--- config.mk ---
export PLATFORM = sky130hd
export DESIGN_NAME = adc_dc_port
export DESIGN_NICKNAME = d
export VERILOG_FILES = /design/src/rtl/adc_dc_pkg.sv /design/src/rtl/adc_dc_sync.sv /design/src/rtl/adc_dc_timer.sv /design/src/rtl/adc_dc_shift.sv /design/src/rtl/adc_dc_port.sv
export SDC_FILE = /design/constraint.sdc
export NUM_CORES = 1
export LEC_CHECK = 0
export BUFFER_PORTS_ARGS = -buffer_cell sky130_fd_sc_hd__buf_2
export CAP_MARGIN = 0
export CORE_AREA = 4 4 61 63
export DETAILED_ROUTE_END_ITERATION = 6
export DIE_AREA = 0 0 65 67
export PLACE_DENSITY = 0.72
export SLEW_MARGIN = 10
export SYNTH_ARGS = -nofsm -noshare
export SYNTH_HDL_FRONTEND = slang
export SYNTH_SLANG_ARGS = --single-unit
export TNS_END_PERCENT = 1
--- constraint.sdc ---
create_clock -name clk -period 3.8 [get_ports clk]
set_clock_uncertainty 0.15 [all_clocks]
set_input_delay 0.38 -clock clk [delete_from_list [all_inputs] [get_ports clk]]
set_output_delay 0.38 -clock clk [all_outputs]
set_load 0.005 [all_outputs]
--- src/rtl/adc_dc_pkg.sv ---
package adc_dc_pkg;

    typedef enum logic [1:0] {
        PH_ACQ  = 2'd0,
        PH_CONV = 2'd1,
        PH_READ = 2'd2
    } phase_e;

    typedef struct packed {
        phase_e phase;
        logic   busy_en;   // busy form selected at start
        logic   skip;      // next falling edge only reveals MSB
        logic   sdo;
        logic   cnv_p;     // previous synchronised cnv
        logic   sck_p;     // previous synchronised sck
    } port_st_t;

endpackage

--- src/rtl/adc_dc_sync.sv ---
module adc_dc_sync #(
    parameter int WIDTH  = 3,
    parameter int STAGES = 2
) (
    input  logic             clk,
    input  logic             rst_n,
    input  logic [WIDTH-1:0] din,
    output logic [WIDTH-1:0] dout
);
    logic [WIDTH-1:0] pipe_d [STAGES];
    logic [WIDTH-1:0] pipe_q [STAGES];

    always_comb pipe_d[0] = din;

    for (genvar s = 1; s < STAGES; s++) begin : g_stage
        always_comb pipe_d[s] = pipe_q[s-1];
    end

    always_ff @(posedge clk or negedge rst_n) begin
        if (!rst_n) begin
            for (int s = 0; s < STAGES; s++) pipe_q[s] <= '0;
        end else begin
            for (int s = 0; s < STAGES; s++) pipe_q[s] <= pipe_d[s];
        end
    end

    assign dout = pipe_q[STAGES-1];
endmodule

--- src/rtl/adc_dc_timer.sv ---
module adc_dc_timer #(
    parameter int CONV_CYCLES = 40
) (
    input  logic clk,
    input  logic rst_n,
    input  logic start,
    input  logic abort,
    output logic running,
    output logic done
);
    localparam int CNT_W = $clog2(CONV_CYCLES + 1);
    localparam logic [CNT_W-1:0] LOAD_VAL = CNT_W'(CONV_CYCLES - 1);

    logic [CNT_W-1:0] cnt_d, cnt_q;
    logic             run_d, run_q;

    assign done    = run_q && (cnt_q == '0);
    assign running = run_q;

    always_comb begin
        cnt_d = cnt_q;
        run_d = run_q;
        if (abort) begin
            run_d = 1'b0;
            cnt_d = '0;
        end else if (start) begin
            run_d = 1'b1;
            cnt_d = LOAD_VAL;
        end else if (run_q) begin
            if (cnt_q == '0) run_d = 1'b0;
            else             cnt_d = cnt_q - 1'b1;
        end
    end

    always_ff @(posedge clk or negedge rst_n) begin
        if (!rst_n) begin
            cnt_q <= '0;
            run_q <= 1'b0;
        end else begin
            cnt_q <= cnt_d;
            run_q <= run_d;
        end
    end
endmodule

--- src/rtl/adc_dc_shift.sv ---
module adc_dc_shift #(
    parameter int RES_W = 16
) (
    input  logic             clk,
    input  logic             rst_n,
    input  logic             load,
    input  logic [RES_W-1:0] load_val,
    input  logic             shift,
    input  logic             ser_in,
    output logic [RES_W-1:0] word
);
    logic [RES_W-1:0] word_d, word_q;

    always_comb begin
        word_d = word_q;
        if (load)       word_d = load_val;
        else if (shift) word_d = {word_q[RES_W-2:0], ser_in};
    end

    always_ff @(posedge clk or negedge rst_n) begin
        if (!rst_n) word_q <= '0;
        else        word_q <= word_d;
    end

    assign word = word_q;
endmodule

--- src/rtl/adc_dc_port.sv ---
module adc_dc_port
    import adc_dc_pkg::*;
#(
    parameter int RES_W       = 16,
    parameter int CONV_CYCLES = 40,
    parameter int SYNC_STAGES = 2
) (
    input  logic             clk,
    input  logic             rst_n,
    input  logic             cnv,
    input  logic             sck,
    input  logic             sdi,
    input  logic [RES_W-1:0] conv_result,
    output logic             sdo,
    output logic             converting
);
    localparam int MSB = RES_W - 1;

    logic [2:0]       pins_s;
    logic             cnv_s, sck_s, sdi_s;
    logic             cnv_rise, sck_fall;
    logic             tmr_start, tmr_abort, tmr_running, tmr_done;
    logic             sr_load, sr_shift;
    logic [RES_W-1:0] sr_q;
    logic             in_read, busy_en, skip;
    port_st_t         st_d, st_q;

    adc_dc_sync #(.WIDTH(3), .STAGES(SYNC_STAGES)) u_sync (
        .clk  (clk),
        .rst_n(rst_n),
        .din  ({cnv, sck, sdi}),
        .dout (pins_s)
    );
    assign cnv_s = pins_s[2];
    assign sck_s = pins_s[1];
    assign sdi_s = pins_s[0];

    assign cnv_rise = cnv_s & ~st_q.cnv_p;
    assign sck_fall = ~sck_s & st_q.sck_p;

    assign tmr_start = (st_q.phase == PH_ACQ) & cnv_rise & ~sdi_s;
    assign tmr_abort = (st_q.phase == PH_CONV) & ~cnv_s;
    assign sr_load   = (st_q.phase == PH_CONV) & cnv_s & tmr_done;
    assign sr_shift  = (st_q.phase == PH_READ) & cnv_s & sck_fall & ~st_q.skip;

    adc_dc_timer #(.CONV_CYCLES(CONV_CYCLES)) u_timer (
        .clk    (clk),
        .rst_n  (rst_n),
        .start  (tmr_start),
        .abort  (tmr_abort),
        .running(tmr_running),
        .done   (tmr_done)
    );

    adc_dc_shift #(.RES_W(RES_W)) u_shift (
        .clk     (clk),
        .rst_n   (rst_n),
        .load    (sr_load),
        .load_val(conv_result),
        .shift   (sr_shift),
        .ser_in  (sdi_s),
        .word    (sr_q)
    );

    always_comb begin
        st_d       = st_q;
        st_d.cnv_p = cnv_s;
        st_d.sck_p = sck_s;
        unique case (st_q.phase)
            PH_ACQ: begin
                st_d.sdo = 1'b0;
                if (tmr_start) begin
                    st_d.phase   = PH_CONV;
                    st_d.busy_en = sck_s;
                    st_d.skip    = sck_s;
                end
            end
            PH_CONV: begin
                st_d.sdo = 1'b0;
                if (!cnv_s) begin
                    st_d.phase   = PH_ACQ;
                    st_d.busy_en = 1'b0;
                    st_d.skip    = 1'b0;
                end else if (tmr_done) begin
                    st_d.phase = PH_READ;
                    st_d.sdo   = st_q.busy_en ? 1'b1 : conv_result[MSB];
                end
            end
            PH_READ: begin
                if (!cnv_s) begin
                    st_d.phase   = PH_ACQ;
                    st_d.sdo     = 1'b0;
                    st_d.busy_en = 1'b0;
                    st_d.skip    = 1'b0;
                end else if (sck_fall) begin
                    if (st_q.skip) begin
                        st_d.skip = 1'b0;
                        st_d.sdo  = sr_q[MSB];
                    end else begin
                        st_d.sdo  = sr_q[MSB-1];
                    end
                end
            end
            default: begin
                st_d.phase = PH_ACQ;
                st_d.sdo   = 1'b0;
            end
        endcase
    end

    always_ff @(posedge clk or negedge rst_n) begin
        if (!rst_n) begin
            st_q <= '{phase: PH_ACQ, default: 1'b0};
        end else begin
            st_q <= st_d;
        end
    end

    assign sdo        = st_q.sdo;
    assign converting = (st_q.phase == PH_CONV);
    assign in_read    = (st_q.phase == PH_READ);
    assign busy_en    = st_q.busy_en;
    assign skip       = st_q.skip;
endmodule

; ---- Yosys cells after proc, flatten, opt, wreduce, memory -nomap -nowiden
; Cells that the tools add are included.
; W data, S select, Z words.
[word_totals]
ff_bits = 36
inputBits = 21
output_inout_bits = 2
word_cells = 69
[classes]
n_addsub = 1
eq_ne = 8
n_mux = 24
n_bitwise = 15
reduce_logical = 10
[op_table]
columns = op, count
row1 = $mux W16, 2
row2 = $mux W6, 4
row3 = $pmux W2 S3, 2
row4 = $and A1 B1 Y1, 10
row5 = $mux W2, 5
row6 = $ne A3 B3 Y1 const B, 3
row7 = $mux W1, 8
row8 = $reduce_and A4 Y1, 2
row9 = $logic_not A6 Y1, 1
row10 = $ne A2 B2 Y1 const B, 3
row11 = $reduce_bool A3 Y1, 2
row12 = $sub A6 B1 Y6 const B, 1
row13 = $not A1 Y1, 5
row14 = $mux W4, 1
row15 = $mux W3, 1
row16 = $reduce_and A3 Y1, 1
row17 = $eq A2 B1 Y1 const B, 1
row18 = $eq A2 B2 Y1 const B, 1
row19 = $logic_not A2 Y1, 1
row20 = $pmux W1 S2, 1
row21 = $reduce_and A2 Y1, 1
row22 = $reduce_bool A2 Y1, 1
row23 = $logic_and A1 B1 Y1, 1

; ---- Longest topological paths before layout
[depth]
depth_word = 6
mapped_depth = 7
ltp_nobuf = 6

; ---- Hierarchy
; Synthesis repeated with hierarchy kept, for this count alone.
[unflattened]
hier_cells = 166
area_unflattened_um2 = 1790.5
[by_module_without_submodules]
columns = module, n_inst, cells_per_inst, area_per_inst_um2, seq_area_each_um2
row1 = adc_dc_shift, 1, 69, 744.5, 400.4
row2 = adc_dc_port, 1, 47, 464.2, 175.2
row3 = adc_dc_timer, 1, 44, 431.7, 175.2
row4 = adc_dc_sync, 1, 6, 150.1, 150.1

; ---- Worst setup path after synthesis
; OpenSTA, ideal clock, no wires.
[synth_timing]
kind = register to register
start = register u_timer.cnt_q[0]
end = register u_timer.cnt_q[1]
arrival_ns = 1.729
required_ns = 3.573
slack_ns = 1.843
stages_incl_launch_ff = 7
n_path_buf = 0
path_cell_list = dfrtp_1 inv_1 ha_1 or3b_1 o31ai_4 mux2_1 a21oi_1
[synth_via]
elab_chain_cells = 5
[synth_rtl]
columns = item, line
row1 = start: declaration, adc_dc_timer.sv:14  ; logic [CNT_W-1:0] cnt_d, cnt_q;
row2 = start signal: assignment, adc_dc_timer.sv:40  ; cnt_q <= cnt_d;
row3 = $sub A6 B1 Y6, adc_dc_timer.sv:31  ; else cnt_d = cnt_q - 1'b1;
row4 = $mux W6, adc_dc_timer.sv:30  ; if (cnt_q == '0) run_d = 1'b0;
row5 = $mux W6, adc_dc_timer.sv:29  ; end else if (run_q) begin
row6 = $mux W6, adc_dc_timer.sv:26  ; end else if (start) begin
row7 = $mux W6, adc_dc_timer.sv:23  ; if (abort) begin
; Parallel ways exist; a longest one is shown, timed or not. The select of a mux whose other input is x is not followed.
; A chain may end at the register's enable or synchronous reset.

; ---- Final worst setup path
[layout_timing]
start = register st_q[5] in the netlist's numbering
end = register u_shift.word_q[9], in the netlist u_shift.word[9]
[layout_via]
elab_chain_cells = 5
[layout_rtl]
columns = item, line
row1 = start: declaration, adc_dc_port.sv:26  ; port_st_t st_d, st_q;
row2 = start signal: assignment, adc_dc_port.sv:115  ; st_q <= st_d;
row3 = $eq A2 B2 Y1, adc_dc_port.sv:44  ; assign sr_shift = (st_q.phase == PH_READ) & cnv_s & sck_fall & ~st_q.skip;
row4 = $and A1 B1 Y1 (3 in series), adc_dc_port.sv:44
row5 = $reduce_bool A2 Y1 (no source line), n/a
row6 = end signal: assignment, adc_dc_shift.sv:22  ; else word_q <= word_d;
row7 = end: declaration, adc_dc_shift.sv:12  ; logic [RES_W-1:0] word_d, word_q;
; Parallel ways exist; a longest one is shown, timed or not.

==> flow_summary.yaml <==
synthesis:
  synth_cell_types: 33
  yosysSeqAreaShare_pct: 53.29
  ys.flop_type: "dfrtp_1"
  syn_area_sq_mm: 0.001690
  yosys_warnings: 0
  avgSynthCellArea_sq_um: 10.84
  yosysTopAreaCell: "dfrtp_1"
  synth.area.top_cells: "dfrtp_1 53%, mux2i_1 10%, nand2_1 5.1%"
  synth_top_area_share_pct: 53.29
  synth_nets: 182
  synthArstFlopShare_pct: 100.0
  synth-seq-cells: 36
  synthCells: 156
  synth-edff-count: 0
routing:
  drc_errors: 0
  drt_first_iter_violations: 42
  vias_per_cell: 5.143
  post_drt_wl_per_cell_um: 13.54
  vias: 1188
  final_antenna_net_count: 0
  first_pass_iters: 4
  wl_mm: 3.127
power_and_ir_drop:
  design_power_total_mw: 1.138
  leakagePower_nw: 0.9157
  vdd_ir_drop_max_v: 0.0003376
  power_density_mw_per_mm2: 587.0
global_routing:
  antenna_found_initial: 0
  grt_max_degree: 37
  grt_usage_pct: 17.11
  grt_overflow: 0
  grt_pass1_vias: 1247
  grt_pass1_wl_mm: 5.547
sta:
  setup_viol: 0
  rsz0062_at_grt: "false"
  fin_tns_setup_ps: 0
  finalHoldViolations: 0
  fin_crit_sh_pct: 65.48
  period_needed_ps: 2488
  worst_pin_slew_ps: 1026
  fmax_mhz: 401.9
  drv_slew: 0
  finalWorstSetupSlack_ps: 1312
  timing.slew.headroom_pct: 31.23
setup_path:
  cpPeakStageDelay_ps: 840
  crit_path_end_kind: "flip-flop"
  reg2reg_to: "u_shift.word[9]"
  r2r_setup_slack_ps: 1310
  crit_type: "flip-flop to flip-flop"
  worstPathRequired_ps: 3870
  r2r_start: "st_q[5]"
  path_buf_inv: 1
  reg2reg_depth: 5
  arrival_ps: 2560
  cp_top_family: "simple AND/OR/NAND/NOR gates"
  critPathSlowestCell: "nand4b_1"
  path_cells: "inv_1 -> ha_1 -> nand4b_1 -> mux2i_1 -> o21ai_1"
  critPathLaunchType: "flip-flop"
  critical_path.max_fanout: 16
placed_design:
  io_buffers: 22
  place_hpwl_mm: 2.285
  dp_slack_ps: 1297
  globalplace.congestion: 0.7875
cells_and_area:
  nets: 210
  diodes: 0
  final_common_cell: "dfrtp_1"
  area_growth_pct: 14.66
  mostFrequentLayoutCells: "36 x dfrtp_1, 23 x nand2_1, 22 x buf_2, 17 x mux2i_1, 17 x o21ai_1"
  drive_gt1_share_pct: 17.30
outcome:
  status: "complete, no violations"
clock_network:
  clk_latency_ps: 330
  cts_sinks: 36
  h-tree-depth: 2
  path_clk_slew_ps: 100
  ctsRootBufferMaster: "clkbuf_4"
  numCtsBuffers: 5
  post_cts_buffers: 0
  cts_tree: "yes"
  cts_max_path_buffers: 2
flow_run:
  maxCapViolCount: 0
hold_path:
  whs_path_depth: 3
  hp-start: "conv_result[10]"
  hold_path_class: "primary input to flip-flop"
  hold_end: "u_shift.word[10]"
die:
  die_x_um: 65
  die-area_sq_mm: 0.004355
  fp.coreArea_sq_mm: 0.003232
  ioPinCount: 23
  die_y_um: 67
  initial_core_util_pct: 52.30
  rows: 21
flip-flops by register name (all words and copies together), names as in the netlist:
| name | count |
|---|---|
| busy_en | 1 |
| sdo | 1 |
| skip | 1 |
| st_q | 4 |
| u_shift.word | 16 |
| u_sync.dout | 3 |
| u_sync.pipe_d | 3 |
| u_timer.cnt_q | 6 |
| u_timer.running | 1 |
synth_stat cells (all sizes together) (3+ instances only):
master and count:
a21oi 9, buf 3, clkbuf 3, dfrtp 36
ha 5, inv 4, mux2i 17, nand2 23
nand2b 3, nand3 4, nor2 4, o21ai 20
worst max-delay path by stage:
stage	from	endpoint	slack, ps	cells after the start
after global placement	st_q[5]	u_shift.word[3]	1430	5
after floorplan	u_timer.cnt_q[0]	u_timer.cnt_q[1]	1840	6
after CTS	st_q[5]	u_shift.word[9]	1280	5
final	st_q[5]	u_shift.word[9]	1310	5
after detailed placement	st_q[5]	u_shift.word[9]	1300	5
after global routing	st_q[5]	u_shift.word[6]	1140	5
repair_timing:
item | 4_1_cts | 5_1_grt
setup endpoints to repair | 0 | 0
endpoints found under the hold margin | 39 | 0
hold buffers | 4 | 0
resized for setup | 0 | 0
through the flow:
stage | hold slack (ps) | utilization, % | instances | instance area, sq um
finish | 106.2 | 59.97 | 231 | 1938
global route | 98.70 | 59.97 | 231 | 1938
CTS | 87.38 | 59.97 | 231 | 1938
detailed placement | 185.5 | 56.91 | 219 | 1839
global placement | 182.3 | 56.91 | 219 | 1839
floorplan | -65.59 | - | 156 | 1690
power breakdown:
group          switching [mW]  internal (mW)
logic                   0.181          0.174
registers              0.0874          0.488
clock network           0.116         0.0913
total                   0.384          0.753
cell families (layout without fill, tap and decap cells):
logic type	after synthesis	count (layout)	synth area share (%)
simple gates	48	48	15.62
compound gates	37	37	13.03
flops	36	36	53.29
mux	19	19	11.40
buf+inv	10	39	2.442
fa+ha+maj	5	5	3.701
xor+xnor	1	1	0.5182
metal layers:
| layer | wire (um) | part of all wire [%] | global-route usage [%] | vias up |
|---|---|---|---|---|
| li1 | - | - | - | 603 |
| met1 | 1340 | 43 | 20.09 | 555 |
| met2 | 1599 | 51 | 28.48 | 21 |
| met3 | 120 | 3.8 | 5.059 | 9 |
| met4 | 68 | 2.2 | 8.443 | 0 |
| met5 | 0 | 0 | 0 | - |
cell type report:
class                           count  area, sq um
Fill cell                         284         1294
Tap cell                           46        57.56
Timing Repair Buffer               27        157.7
Clock buffer                        8        58.81
Multi-Input combinational cell    110        748.2
Sequential cell                    36        900.9
Inverter                            4        15.01
tightest hold or removal path, cell delays in order:
cell	delay, ps
buf_2	80
nand2_1	40
o21ai_1	60
(Power assumes the default switching activity.)
